### src/rtl/lcc_pkg.sv
package lcc_pkg;
  localparam int unsigned LFS_W = 3;

  typedef enum logic [LFS_W-1:0] {
    LF_IDLE_0    = 3'd0,
    LF_FWD_ACT   = 3'd1,
    LF_MISC_2    = 3'd2,
    LF_TIP_OPEN  = 3'd3,
    LF_MISC_4    = 3'd4,
    LF_REV_ACT   = 3'd5,
    LF_MISC_6    = 3'd6,
    LF_RING_OPEN = 3'd7
  } lf_state_e;

  function automatic logic lf_is_open(input logic [LFS_W-1:0] code);
    return (code == LF_TIP_OPEN) || (code == LF_RING_OPEN);
  endfunction

  function automatic logic lf_drops_q1(input logic cmh, input logic [LFS_W-1:0] code);
    return cmh && ((code == LF_FWD_ACT) || (code == LF_TIP_OPEN));
  endfunction

  function automatic logic lf_drops_q2(input logic cmh, input logic [LFS_W-1:0] code);
    return cmh && ((code == LF_REV_ACT) || (code == LF_RING_OPEN));
  endfunction
endpackage

### src/rtl/lcc_branch_gate.sv
module lcc_branch_gate
  import lcc_pkg::*;
#(
  parameter int unsigned DATA_W = 16
) (
  input  logic              cmh_i,
  input  logic [LFS_W-1:0]  lfs_i,
  input  logic [DATA_W-1:0] iq1_i,
  input  logic [DATA_W-1:0] iq2_i,
  output logic [DATA_W-1:0] q1_o,
  output logic [DATA_W-1:0] q2_o
);
  logic drop_q1;
  logic drop_q2;

  always_comb begin
    drop_q1 = lf_drops_q1(cmh_i, lfs_i);
    drop_q2 = lf_drops_q2(cmh_i, lfs_i);
    q1_o    = drop_q1 ? '0 : iq1_i;
    q2_o    = drop_q2 ? '0 : iq2_i;
  end
endmodule

### src/rtl/lcc_combiner.sv
module lcc_combiner #(
  parameter int unsigned DATA_W = 16,
  parameter int unsigned SUM_W  = DATA_W + 2
) (
  input  logic [DATA_W-1:0] q1_i,
  input  logic [DATA_W-1:0] q2_i,
  input  logic [DATA_W-1:0] q5_i,
  input  logic [DATA_W-1:0] q6_i,
  input  logic              open_i,
  output logic [SUM_W-1:0]  scaled_o,
  output logic [DATA_W-1:0] sat_o
);
  localparam int unsigned EXT_W = SUM_W - DATA_W;
  localparam logic signed [SUM_W-1:0] MAX_V = SUM_W'((2 ** (DATA_W - 1)) - 1);
  localparam logic signed [SUM_W-1:0] MIN_V = -SUM_W'(2 ** (DATA_W - 1));

  logic signed [SUM_W-1:0] e1, e2, e5, e6;
  logic signed [SUM_W-1:0] sum;
  logic signed [SUM_W-1:0] scaled;

  always_comb begin
    e1 = {{EXT_W{q1_i[DATA_W-1]}}, q1_i};
    e2 = {{EXT_W{q2_i[DATA_W-1]}}, q2_i};
    e5 = {{EXT_W{q5_i[DATA_W-1]}}, q5_i};
    e6 = {{EXT_W{q6_i[DATA_W-1]}}, q6_i};
    sum = e1 - e6 + e5 - e2;
    scaled = open_i ? sum : (sum >>> 1);
    if (scaled > MAX_V)      sat_o = MAX_V[DATA_W-1:0];
    else if (scaled < MIN_V) sat_o = MIN_V[DATA_W-1:0];
    else                     sat_o = scaled[DATA_W-1:0];
    scaled_o = scaled;
  end
endmodule

### src/rtl/loop_current_calc.sv
module loop_current_calc
  import lcc_pkg::*;
#(
  parameter int unsigned DATA_W = 16
) (
  input  logic              clk,
  input  logic              rst_n,
  input  logic              sample_vld_i,
  input  logic [DATA_W-1:0] iq1_i,
  input  logic [DATA_W-1:0] iq2_i,
  input  logic [DATA_W-1:0] iq5_i,
  input  logic [DATA_W-1:0] iq6_i,
  input  logic              cmh_i,
  input  logic [LFS_W-1:0]  lfs_i,
  output logic [DATA_W-1:0] loop_o,
  output logic              loop_vld_o
);
  localparam int unsigned SUM_W = DATA_W + 2;
  localparam logic signed [SUM_W-1:0] MAX_V = SUM_W'((2 ** (DATA_W - 1)) - 1);
  localparam logic signed [SUM_W-1:0] MIN_V = -SUM_W'(2 ** (DATA_W - 1));

  // reset: asserted asynchronously, released on the clock
  logic [1:0] rst_sync_q;
  logic       rst_int_n;

  always_ff @(posedge clk or negedge rst_n) begin
    if (!rst_n) rst_sync_q <= 2'b00;
    else        rst_sync_q <= {rst_sync_q[0], 1'b1};
  end
  assign rst_int_n = rst_sync_q[1];

  logic [DATA_W-1:0] q1_c, q2_c;
  logic [SUM_W-1:0]  scaled_c;
  logic [DATA_W-1:0] sat_c;

  lcc_branch_gate #(.DATA_W(DATA_W)) u_gate (
    .cmh_i (cmh_i),
    .lfs_i (lfs_i),
    .iq1_i (iq1_i),
    .iq2_i (iq2_i),
    .q1_o  (q1_c),
    .q2_o  (q2_c)
  );

  lcc_combiner #(.DATA_W(DATA_W), .SUM_W(SUM_W)) u_comb (
    .q1_i     (q1_c),
    .q2_i     (q2_c),
    .q5_i     (iq5_i),
    .q6_i     (iq6_i),
    .open_i   (lf_is_open(lfs_i)),
    .scaled_o (scaled_c),
    .sat_o    (sat_c)
  );

  logic [DATA_W-1:0] loop_d, loop_q;
  logic              vld_d, vld_q;

  always_comb begin
    loop_d = loop_q;
    if (sample_vld_i) loop_d = sat_c;
    vld_d = sample_vld_i;
  end

  always_ff @(posedge clk or negedge rst_int_n) begin
    if (!rst_int_n) begin
      loop_q <= '0;
      vld_q  <= 1'b0;
    end else begin
      loop_q <= loop_d;
      vld_q  <= vld_d;
    end
  end

  assign loop_o     = loop_q;
  assign loop_vld_o = vld_q;

  assert_q1_drop_R1: assert property (@(posedge clk) disable iff (!rst_int_n)
    (cmh_i && (lfs_i == LF_FWD_ACT || lfs_i == LF_TIP_OPEN)) |-> (q1_c == '0));
  assert_q2_drop_R2: assert property (@(posedge clk) disable iff (!rst_int_n)
    (cmh_i && (lfs_i == LF_REV_ACT || lfs_i == LF_RING_OPEN)) |-> (q2_c == '0));
  assert_no_drop_R3: assert property (@(posedge clk) disable iff (!rst_int_n)
    (!cmh_i || !lfs_i[0]) |-> (q1_c == iq1_i && q2_c == iq2_i));
  assert_sat_high_R6: assert property (@(posedge clk) disable iff (!rst_int_n)
    ($signed(scaled_c) > MAX_V) |-> (sat_c == MAX_V[DATA_W-1:0]));
  assert_sat_low_R6: assert property (@(posedge clk) disable iff (!rst_int_n)
    ($signed(scaled_c) < MIN_V) |-> (sat_c == MIN_V[DATA_W-1:0]));
  assert_vld_pulse_R7: assert property (@(posedge clk) disable iff (!rst_int_n)
    sample_vld_i |=> loop_vld_o);
  assert_vld_quiet_R7: assert property (@(posedge clk) disable iff (!rst_int_n)
    !sample_vld_i |=> !loop_vld_o);
  assert_hold_R7: assert property (@(posedge clk) disable iff (!rst_int_n)
    !sample_vld_i |=> $stable(loop_o));
endmodule

### config.mk
export PLATFORM = sky130hd
export DESIGN_NAME = loop_current_calc
export DESIGN_NICKNAME = d
export VERILOG_FILES = /design/src/rtl/lcc_pkg.sv /design/src/rtl/lcc_branch_gate.sv /design/src/rtl/lcc_combiner.sv /design/src/rtl/loop_current_calc.sv
export SDC_FILE = /design/constraint.sdc
export NUM_CORES = 1
export LEC_CHECK = 0
export BUFFER_PORTS_ARGS = -buffer_cell sky130_fd_sc_hd__buf_2
export CAP_MARGIN = 25
export CORE_ASPECT_RATIO = 1.25
export CORE_MARGIN = 2
export CORE_UTILIZATION = 48
export DETAILED_ROUTE_END_ITERATION = 10
export MAX_ROUTING_LAYER = met4
export PLACE_DENSITY_LB_ADDON = 0.05
export SLEW_MARGIN = 20
export SYNTH_ARGS = -nofsm -noshare
export SYNTH_HDL_FRONTEND = slang
export SYNTH_SLANG_ARGS = --single-unit
### constraint.sdc
create_clock -name clk -period 0.8 [get_ports clk]
set_input_delay 0.04 -clock clk [delete_from_list [all_inputs] [get_ports clk]]
set_output_delay 0.04 -clock clk [all_outputs]
set_load 0.02 [all_outputs]
==> results of run 1 <==
[Yosys cell counts, drive strengths merged, types with 2 or more instances]
cell     instances
xnor2            9
nor2            15
and2            21
nand4            2
a211o            2
inv             54
a211oi           6
o21ai            7
nor3             5
buf              8
nor2b            2
a21oi           28
nand3            6
o211ai           2
o2111ai          2
clkbuf           5
nand2           45
o211a            2
a21o             4
ha              18
or2              2
mux2i            2
a31oi            5
xor2             6
dfrtp           19
fa              33
o22a            14
[worst max-delay path: stages]
cell	delay [ns]
buf_8	0.08
nand3_4	0.13
buf_6	0.17
and2_1	0.17
fa_1	0.47
fa_1	0.51
inv_1	0.07
ha_4	0.28
o21ai_2	0.05
o21bai_2	0.21
o211a_1	0.26
o211a_1	0.20
a211oi_4	0.05
buf_6	0.14
buf_6	0.12
a21oi_4	0.22
nand2_4	0.11
o22a_1	0.19
[flip-flops by register name, summed over array words and instances, names as in the netlist]
signal	flops
loop_o	16
loop_vld_o	1
rst_sync_q	2
[final cells by class]
type / count / area [um^2] / area share
multi-input combinational: 258 / 2580 / 0.557
timing repair buffer: 168 / 1220 / 0.264
sequential: 19 / 475 / 0.103
inverter: 54 / 203 / 0.0437
tap: 82 / 103 / 0.0221
clock buffer: 3 / 41.3 / 0.00890
clock inverter: 1 / 5.00 / 0.00108
[per-stage QoR]
stage / setup TNS (ns) / instances
final: -40.75 / 585
after floorplan: -42.13 / 343
after CTS: -40.73 / 579
after global placement: -46.67 / 560
after global routing: -43.47 / 585
after detailed placement: -48.11 / 560
[per-layer routing]
metal  track usage  routed length [um]  up-vias
met5             -                   0        -
met4        0.0773                 238        0
met3       0.00777                 281       21
met2         0.489                4720       90
met1         0.259                2870     1463
li1              -                   -     1467
[worst min path at each step]
| stage | startpoint | end | slack [ns] | depth (start not counted) |
|---|---|---|---|---|
| global route | rst_n | rst_sync_q[0] | 0.10 | 2 |
| detailed placement | rst_n | rst_sync_q[0] | -0.17 | 1 |
| global placement | rst_n | rst_sync_q[0] | -0.18 | 1 |
| finish | rst_n | rst_sync_q[0] | 0.1 | 2 |
| floorplan | rst_n | rst_sync_q[0] | -0.26 | 0 |
| CTS | rst_n | rst_sync_q[1] | 0.11 | 2 |
[timing repair]
| action | CTS | global route |
|---|---|---|
| hold buffers | 1 | 0 |
| cloned | 1 | 0 |
| endpoints found under the setup margin | 33 | 33 |
| buffers inserted | 13 | 6 |
| pin swaps | 54 | 32 |
| endpoints found under the hold margin | 2 | 0 |
| gates resized for setup | 88 | 31 |
[cell families (layout without fill, tap and decap cells)]
| logic type | after synthesis | after routing | synth area share |
|---|---|---|---|
| adder cells (fa/ha/maj) | 51 | 51 | 0.303 |
| flip-flops | 19 | 19 | 0.163 |
| buffers and inverters | 67 | 226 | 0.0921 |
| XOR/XNOR | 15 | 15 | 0.0450 |
| other | 1 | 1 | 0.00128 |
| multiplexers | 2 | 2 | 0.00686 |
| AO/OA/AOI/OAI | 84 | 84 | 0.218 |
| AND/OR/NAND/NOR | 104 | 105 | 0.171 |
[power groups by stage]
stage | sequential [uW] | combinational [uW] | clock (uW)
detailed placement | 1630 | 10100 | 0
finish | 1720 | 13500 | 651
CTS | 1690 | 12200 | 658
global route | 1760 | 14700 | 711
floorplan | 2120 | 6190 | 0
global placement | 1620 | 9880 | 0
==> flow_metrics.tcl, run 1 <==
set metrics [dict create \
    status "complete, but fails checks" \
    violations "setup timing" \
    path_max_fanout 7 \
    place_congestion 0.837 \
    grt_start_max_net_pins 19 \
    p_leak_uw 0.00225 \
    dr.pass1.iters 4 \
    r2r_cells 2 \
    grt_usage 0.250 \
    dpl_cell_area_um2 3900 \
    detail-route-antenna-nets 0 \
    clock_latency_ns 0.25 \
    die_area_um2 6730 \
    numCtsBuffers 3 \
    r2r_start "loop_o[13]" \
    ys_dominant_reg_cell "dfrtp_1" \
    synth.avg_cell_area_um2 8.51 \
    path_clk_slew_ns 0.07 \
    ioPinCount 88 \
    reg2reg_setup_slack_ns -0.05 \
    worstSetupPathType "input port to flip-flop" \
    fin_worst_skew_ns 0.00282 \
    layout_common_cells "buf_4, buf_2, inv_1" \
    synth_nets 465 \
    pre_cts_ws_ns -3.07 \
    syn2layout_area_growth_pct 58.8 \
    cts_root_buf "clkbuf_8" \
    drc 0 \
    p_per_area_nw_per_um2 3420 \
    p_int_uw 8860 \
    overflow 0 \
    p_comb_frac 0.851 \
    cp.arrival_ns 3.49 \
    worstPathRequired_ns 0.94 \
    layout_commonest_cell "buf_4" \
    p_sw_uw 7010 \
    maxCapViolCount 0 \
    fin_area_um2 4640 \
    num-fill-cells 392 \
    fp-row-count 31 \
    detail_route.wl_per_cell_um 13.8 \
    synth_cell_types 56 \
    slew_viol_final 0 \
    rsz0062_at_grt "yes" \
    holdWs_ns 0.0997 \
    setup_violations 33 \
    grt_antenna_before_repair 0 \
    finalPower_uw 15900 \
    vias 3041 \
    die_y_um 91.2 \
    viasPerCell 5.20 \
    grt_pass1_vias 3157 \
    crit_path_end_kind "flip-flop" \
    ys_seq_area_frac 0.163 \
    synth-async-reset-ratio 1.00 \
    finalHoldViolations 0 \
    max_freq_mhz 298 \
    final_util 0.792 \
    tritoncts "yes" \
    chipWidth_um 73.8 \
    yosysWarnings 0 \
    crit_start "lfs_i[0]" \
    r2r_end "loop_o[13]" \
    synth_top_area_frac 0.226 \
    syn-cell-area_um2 2920 \
    power_frac_clock 0.041 \
    synth_edf_count 0 \
    critPathLaunchType "input port" \
    nets 626 \
    drt_iter0_markers 162 \
    n_antenna_cell 0 \
    cts_num_sinks 19 \
    synth-seq-cells 19 \
    fin_ws_ns -2.56 \
    routed_wl_mm 8.10 \
    period_share 4.19 \
    initial_core_util 0.499 \
    p_sw_frac 0.442 \
    place_hpwl_mm 6.01 \
    htreeDepth 1 \
    io_buffers 87 \
    core-area_um2 5860 \
    hp-class "input port to async pin" \
    endpoint "loop_o[5]" \
    clockBufferDepth 2 \
    p_seq_frac 0.108 \
    grt_pass1_wl_mm 13.2 \
    netlist_instances 343 \
    yosys-top-cells-area "fa_1, dfrtp_1, ha_1" \
    vdd_drop_max_mv 1.50 \
    synth_top_area_cell "fa_1" \
    fin_crit_ns 3.36 \
    drive_above_1_share 0.491 \
]
Power figures use the tool's default switching activity.
==> inputs of run 2 (changes only) <==
- CORE_UTILIZATION: 48 -> 55
- clock period: 0.8 -> 3.9 ns (I/O delays scaled with it)
==> run 2 against run 1 <==
The run now ends clean. Worst setup slack improved by 2.8 ns. Die area is 12% lower. Cell area down 18%. Highest routed layer unchanged. Via count down 7.8%. Sequential power is 81% lower. Critical path depth grew 2.
==> flow_metrics.tcl, run 2 (synthesis gave the netlist of run 1 again) <==
set metrics [dict create \
    status "complete, no violations" \
    cts_root_buf "clkbuf_8" \
    cp.arrival_ns 3.80 \
    p_sw_uw 1170 \
    worstPathRequired_ns 4.04 \
    crit_path_end_kind "flip-flop" \
    p_sw_frac 0.471 \
    rsz0062_at_grt "no" \
    place_hpwl_mm 5.73 \
    numCtsBuffers 3 \
    stdcell_count 527 \
    routed_wl_mm 6.68 \
    vias 2803 \
    grt_pass1_vias 2901 \
    htreeDepth 1 \
    io_buffers 87 \
    layout_common_cells "buf_2, inv_1, nand2_1" \
    grt_usage 0.247 \
    p_seq_frac 0.134 \
    grt_pass1_wl_mm 11.9 \
    place_congestion 0.850 \
    multi_input_area_um2 2220 \
    detail_route.wl_per_cell_um 12.7 \
    grt_antenna_before_repair 0 \
    max_stage_delay_ns 0.48 \
    chipWidth_um 69.2 \
    tritoncts "yes" \
    ioPinCount 88 \
    nets 588 \
    layout_commonest_cell "buf_2" \
    fp-row-count 29 \
    path_cells "buf_2 -> nand3_1 -> buf_4 -> nand2_1 -> fa_1 -> inv_1 -> fa_1 -> inv_1 -> ha_1 -> inv_1 -> fa_1 -> nor2b_2 -> o2111ai_2 -> a31oi_4 -> a31oi_2 -> xnor2_2 -> buf_4 -> a21oi_2 -> nand2_2 -> o22a_1" \
    dpl_cell_area_um2 3680 \
    r2r_end "loop_o[8]" \
    fin_area_um2 3790 \
    drive_above_1_share 0.325 \
    die_area_um2 5910 \
    overflow 0 \
    cts_num_sinks 19 \
    setup_violations 0 \
    path_delay_family "adder cells" \
    slew_viol_final 0 \
    num-fill-cells 427 \
    maxCapViolCount 0 \
    grt_start_max_net_pins 20 \
    tightest_slew_ns 0.683 \
    max_freq_mhz 273 \
    r2r_cells 0 \
    clock_latency_ns 0.25 \
    fin_crit_ns 3.66 \
    dp_cells 519 \
    p_per_area_nw_per_um2 656 \
    n_antenna_cell 0 \
    reg2reg_setup_slack_ns 3.18 \
    syn2layout_area_growth_pct 29.9 \
    p_comb_frac 0.811 \
    power_frac_clock 0.055 \
    fin_worst_skew_ns 0.00335 \
    initial_core_util 0.571 \
    drt_iter0_markers 114 \
    p_leak_uw 0.00198 \
    r2r_start "rst_sync_q[1]" \
    die_y_um 85.5 \
    critPathLaunchType "input port" \
    dr.pass1.iters 6 \
    finalPower_uw 2490 \
    p_int_uw 1320 \
    seq_area_um2 475 \
    clockBufferDepth 2 \
    finalHoldViolations 0 \
    vdd_drop_max_mv 0.381 \
    period_share 0.938 \
    holdWs_ns 0.240 \
    crit_buf_inv 6 \
    largest_reg_flops 16 \
    slowest_stage "fa_1" \
    worstSetupPathType "input port to flip-flop" \
    relSlewSlack 0.545 \
    path_clk_slew_ns 0.07 \
    path_max_fanout 7 \
    drc 0 \
    crit_cells 20 \
    viasPerCell 5.32 \
    detail-route-antenna-nets 0 \
    tns_ns 0 \
    core-area_um2 5120 \
    hp-class "input port to async pin" \
]
run 2: routing by layer:
metal,track usage,part of all wire,up-vias
met5,-,0,-
met4,0.0428,0.014,0
met3,0.0214,0.026,10
met2,0.503,0.58,66
li1,-,-,1386
met1,0.255,0.38,1341
run 2: worst max path at each step:
stage	startpoint	endpoint	slack [ns]
floorplan	lfs_i[2]	loop_o[2]	0.10
global placement	lfs_i[0]	loop_o[11]	-0.05
detailed placement	lfs_i[0]	loop_o[4]	-0.13
CTS	lfs_i[0]	loop_o[8]	0.12
global route	lfs_i[0]	loop_o[8]	0.001
finish	lfs_i[0]	loop_o[13]	0.24
run 2: final cells by class:
cell class / count / share of cell area
clock inverters: 1 / 0.00132
well taps: 62 / 0.0204
repair buffers: 130 / 0.204
flip-flops and latches: 19 / 0.125
inverters: 54 / 0.0534
clock buffers: 3 / 0.0109
multi-input cells: 258 / 0.585
run 2: power groups by stage:
stage / clock, uW / combinational (uW) / sequential, uW
6_report: 137 / 2020 / 334
5_1_grt: 147 / 2240 / 344
4_1_cts: 138 / 1970 / 334
3_5_place_dp: 0 / 1960 / 337
3_3_place_gp: 0 / 1920 / 335
2_1_floorplan: 0 / 1220 / 435
run 2: repair_timing:
action / CTS / global route
buffers inserted: 0 / 2
gates resized for setup: 0 / 9
endpoints found under the hold margin: 2 / 0
hold buffers: 1 / 0
endpoints found under the setup margin: 0 / 14
run 2: stage by stage:
stage,util,setup WS [ns]
floorplan,-,0.105
global placement,0.719,-0.0488
detailed placement,0.719,-0.129
CTS,0.730,0.119
global route,0.742,0.00131
finish,0.742,0.240
==> inputs of run 3 (changes only) <==
- BUFFER_PORTS_ARGS: -buffer_cell sky130_fd_sc_hd__buf_2 -> -buffer_cell sky130_fd_sc_hd__buf_4
==> run 3 against run 2 <==
Fmax is 1.5% lower. Clock skew up 0.00085 ns. Via count increased by 0.57%. First-iteration DRC count rose by 1.8%. Non-clock buffer count fell by 9. Worst hold slack lost 0.060 ns. Cell count shrank 1.7%. Routed wire length increased by 1.1%. Sequential share of layout area decreased by 0.43 points. Flip-flop and latch count did not move.
==> flow_metrics.tcl, run 3 (synthesis gave the netlist of run 1 again) <==
set metrics [dict create \
    relSlewSlack 0.566 \
    hp-class "input port to flip-flop" \
    r2r_end "loop_o[14]" \
    slew_viol_final 0 \
    routed_wl_mm 6.75 \
    r2r_cells 2 \
    min-delay-start "sample_vld_i" \
    drc 0 \
    worstSetupPathType "input port to flip-flop" \
    p_sw_frac 0.469 \
    clockBufferDepth 2 \
    die_y_um 85.5 \
    cp.arrival_ns 3.90 \
    p_sw_uw 1170 \
    max_freq_mhz 269 \
    place_hpwl_mm 5.82 \
    p_seq_frac 0.136 \
    overflow 0 \
    detail-route-antenna-nets 0 \
    crit_path_end_kind "flip-flop" \
    period_share 0.953 \
    ioPinCount 88 \
    core-area_um2 5120 \
    fin_area_um2 3930 \
    stdcell_count 518 \
    dp_cells 512 \
    tritoncts "yes" \
    drive_above_1_share 0.305 \
    clock_latency_ns 0.25 \
    r2r_start "loop_o[14]" \
    grt_usage 0.245 \
    syn2layout_area_growth_pct 34.5 \
    power_frac_clock 0.053 \
    fin_crit_ns 3.72 \
    layout_common_cells "buf_4, inv_1, nand2_1" \
    p_leak_uw 0.00201 \
    largest_reg_flops 16 \
    rsz0062_at_grt "yes" \
    path_max_fanout 10 \
    numCtsBuffers 3 \
    grt_start_max_net_pins 20 \
    detail_route.wl_per_cell_um 13.0 \
    dpl_cell_area_um2 3840 \
    place_congestion 0.920 \
    worstPathRequired_ns 4.09 \
    initial_core_util 0.571 \
    finalHoldViolations 0 \
    maxCapViolCount 0 \
    reg2reg_setup_slack_ns 3.11 \
    die_area_um2 5910 \
    cts_root_buf "clkbuf_8" \
    grt_pass1_wl_mm 11.8 \
    p_int_uw 1330 \
    vdd_drop_max_mv 0.349 \
    status "complete, no violations" \
    vias 2819 \
    io_buffers 87 \
    cts_num_sinks 19 \
    fp-row-count 29 \
    critPathLaunchType "input port" \
    fin_worst_skew_ns 0.00421 \
    drt_iter0_markers 116 \
    dr.pass1.iters 4 \
    grt_pass1_vias 2902 \
    n_antenna_cell 0 \
    setup_violations 0 \
    path_clk_slew_ns 0.07 \
    layout_commonest_cell "buf_4" \
    seq_area_um2 475 \
    endpoint "loop_o[5]" \
    p_per_area_nw_per_um2 635 \
    htreeDepth 1 \
    grt_antenna_before_repair 0 \
    viasPerCell 5.44 \
    multi_input_area_um2 2200 \
    chipWidth_um 69.2 \
    crit_start "lfs_i[0]" \
    num-fill-cells 395 \
    p_comb_frac 0.811 \
    nets 579 \
    tightest_slew_ns 0.651 \
]
[run 3: cell types whose count changed in the layout (fill, tap and decap cells not counted), sizes merged]
| cell | previous run | this run |
|---|---|---|
| buf | 129 | 120 |
[run 3: per-stage QoR]
step	util	TNS, ns	power [uW]	hold WS [ns]	worst slack [ns]
CTS	0.763	0	2460	0.175	0.152
global placement	0.752	-0.485	2270	-0.0222	-0.0355
detailed placement	0.752	-1.23	2320	-0.0209	-0.100
finish	0.768	0	2500	0.180	0.182
global route	0.768	-0.0902	2730	0.178	-0.0224
floorplan	-	0	1660	-0.101	0.105
[run 3: what timing repair did]
| action | 4_1_cts | 5_1_grt |
|---|---|---|
| buffers inserted | 0 | 0 |
| resized for setup | 0 | 6 |
| setup endpoints to repair | 0 | 15 |
| hold buffers | 1 | 0 |
| hold endpoints to repair | 2 | 0 |
[run 3: power by group through the flow]
stage	Combinational (uW)	Sequential (uW)	Clock, uW
final	2020	339	132
after global routing	2240	349	145
after CTS	1980	339	135
after detailed placement	1970	342	0
after global placement	1930	339	0
after floorplan	1220	435	0
[run 3: layout make-up]
cell class	count	area share
Multi-Input combinational cell	258	0.561
Timing Repair Buffer	121	0.235
Sequential cell	19	0.121
Inverter	54	0.0516
Tap cell	62	0.0197
Clock buffer	3	0.0105
Clock inverter	1	0.00127
[run 3: worst min-delay path by stage]
| stage | endpoint | slack (ns) | cells past startpoint |
|---|---|---|---|
| after global placement | rst_sync_q[0] | -0.02 | 1 |
| after CTS | loop_vld_o | 0.18 | 1 |
| after global routing | loop_vld_o | 0.18 | 1 |
| after floorplan | rst_sync_q[0] | -0.10 | 0 |
| after detailed placement | rst_sync_q[0] | -0.02 | 1 |
| final | loop_vld_o | 0.18 | 1 |
[run 3: worst max-delay path, cell delays in order]
cell,delay (ns)
buf_4,0.08
nand3_1,0.08
buf_4,0.17
and2_1,0.16
fa_1,0.47
fa_1,0.54
inv_1,0.04
ha_1,0.36
a21o_1,0.19
a21oi_1,0.22
o21ai_1,0.14
o211a_1,0.26
a211oi_4,0.24
buf_4,0.19
nand3_1,0.15
nand2_2,0.23
o22a_1,0.17
[run 3: metal layers]
metal  up-vias  share of wire  routed length, um  track usage
met5         -              0                  0            -
met4         0          0.021                144       0.0570
met3        16          0.038                255       0.0321
met2        86           0.59               3990        0.507
met1      1349           0.35               2360        0.235
li1       1368              -                  -            -
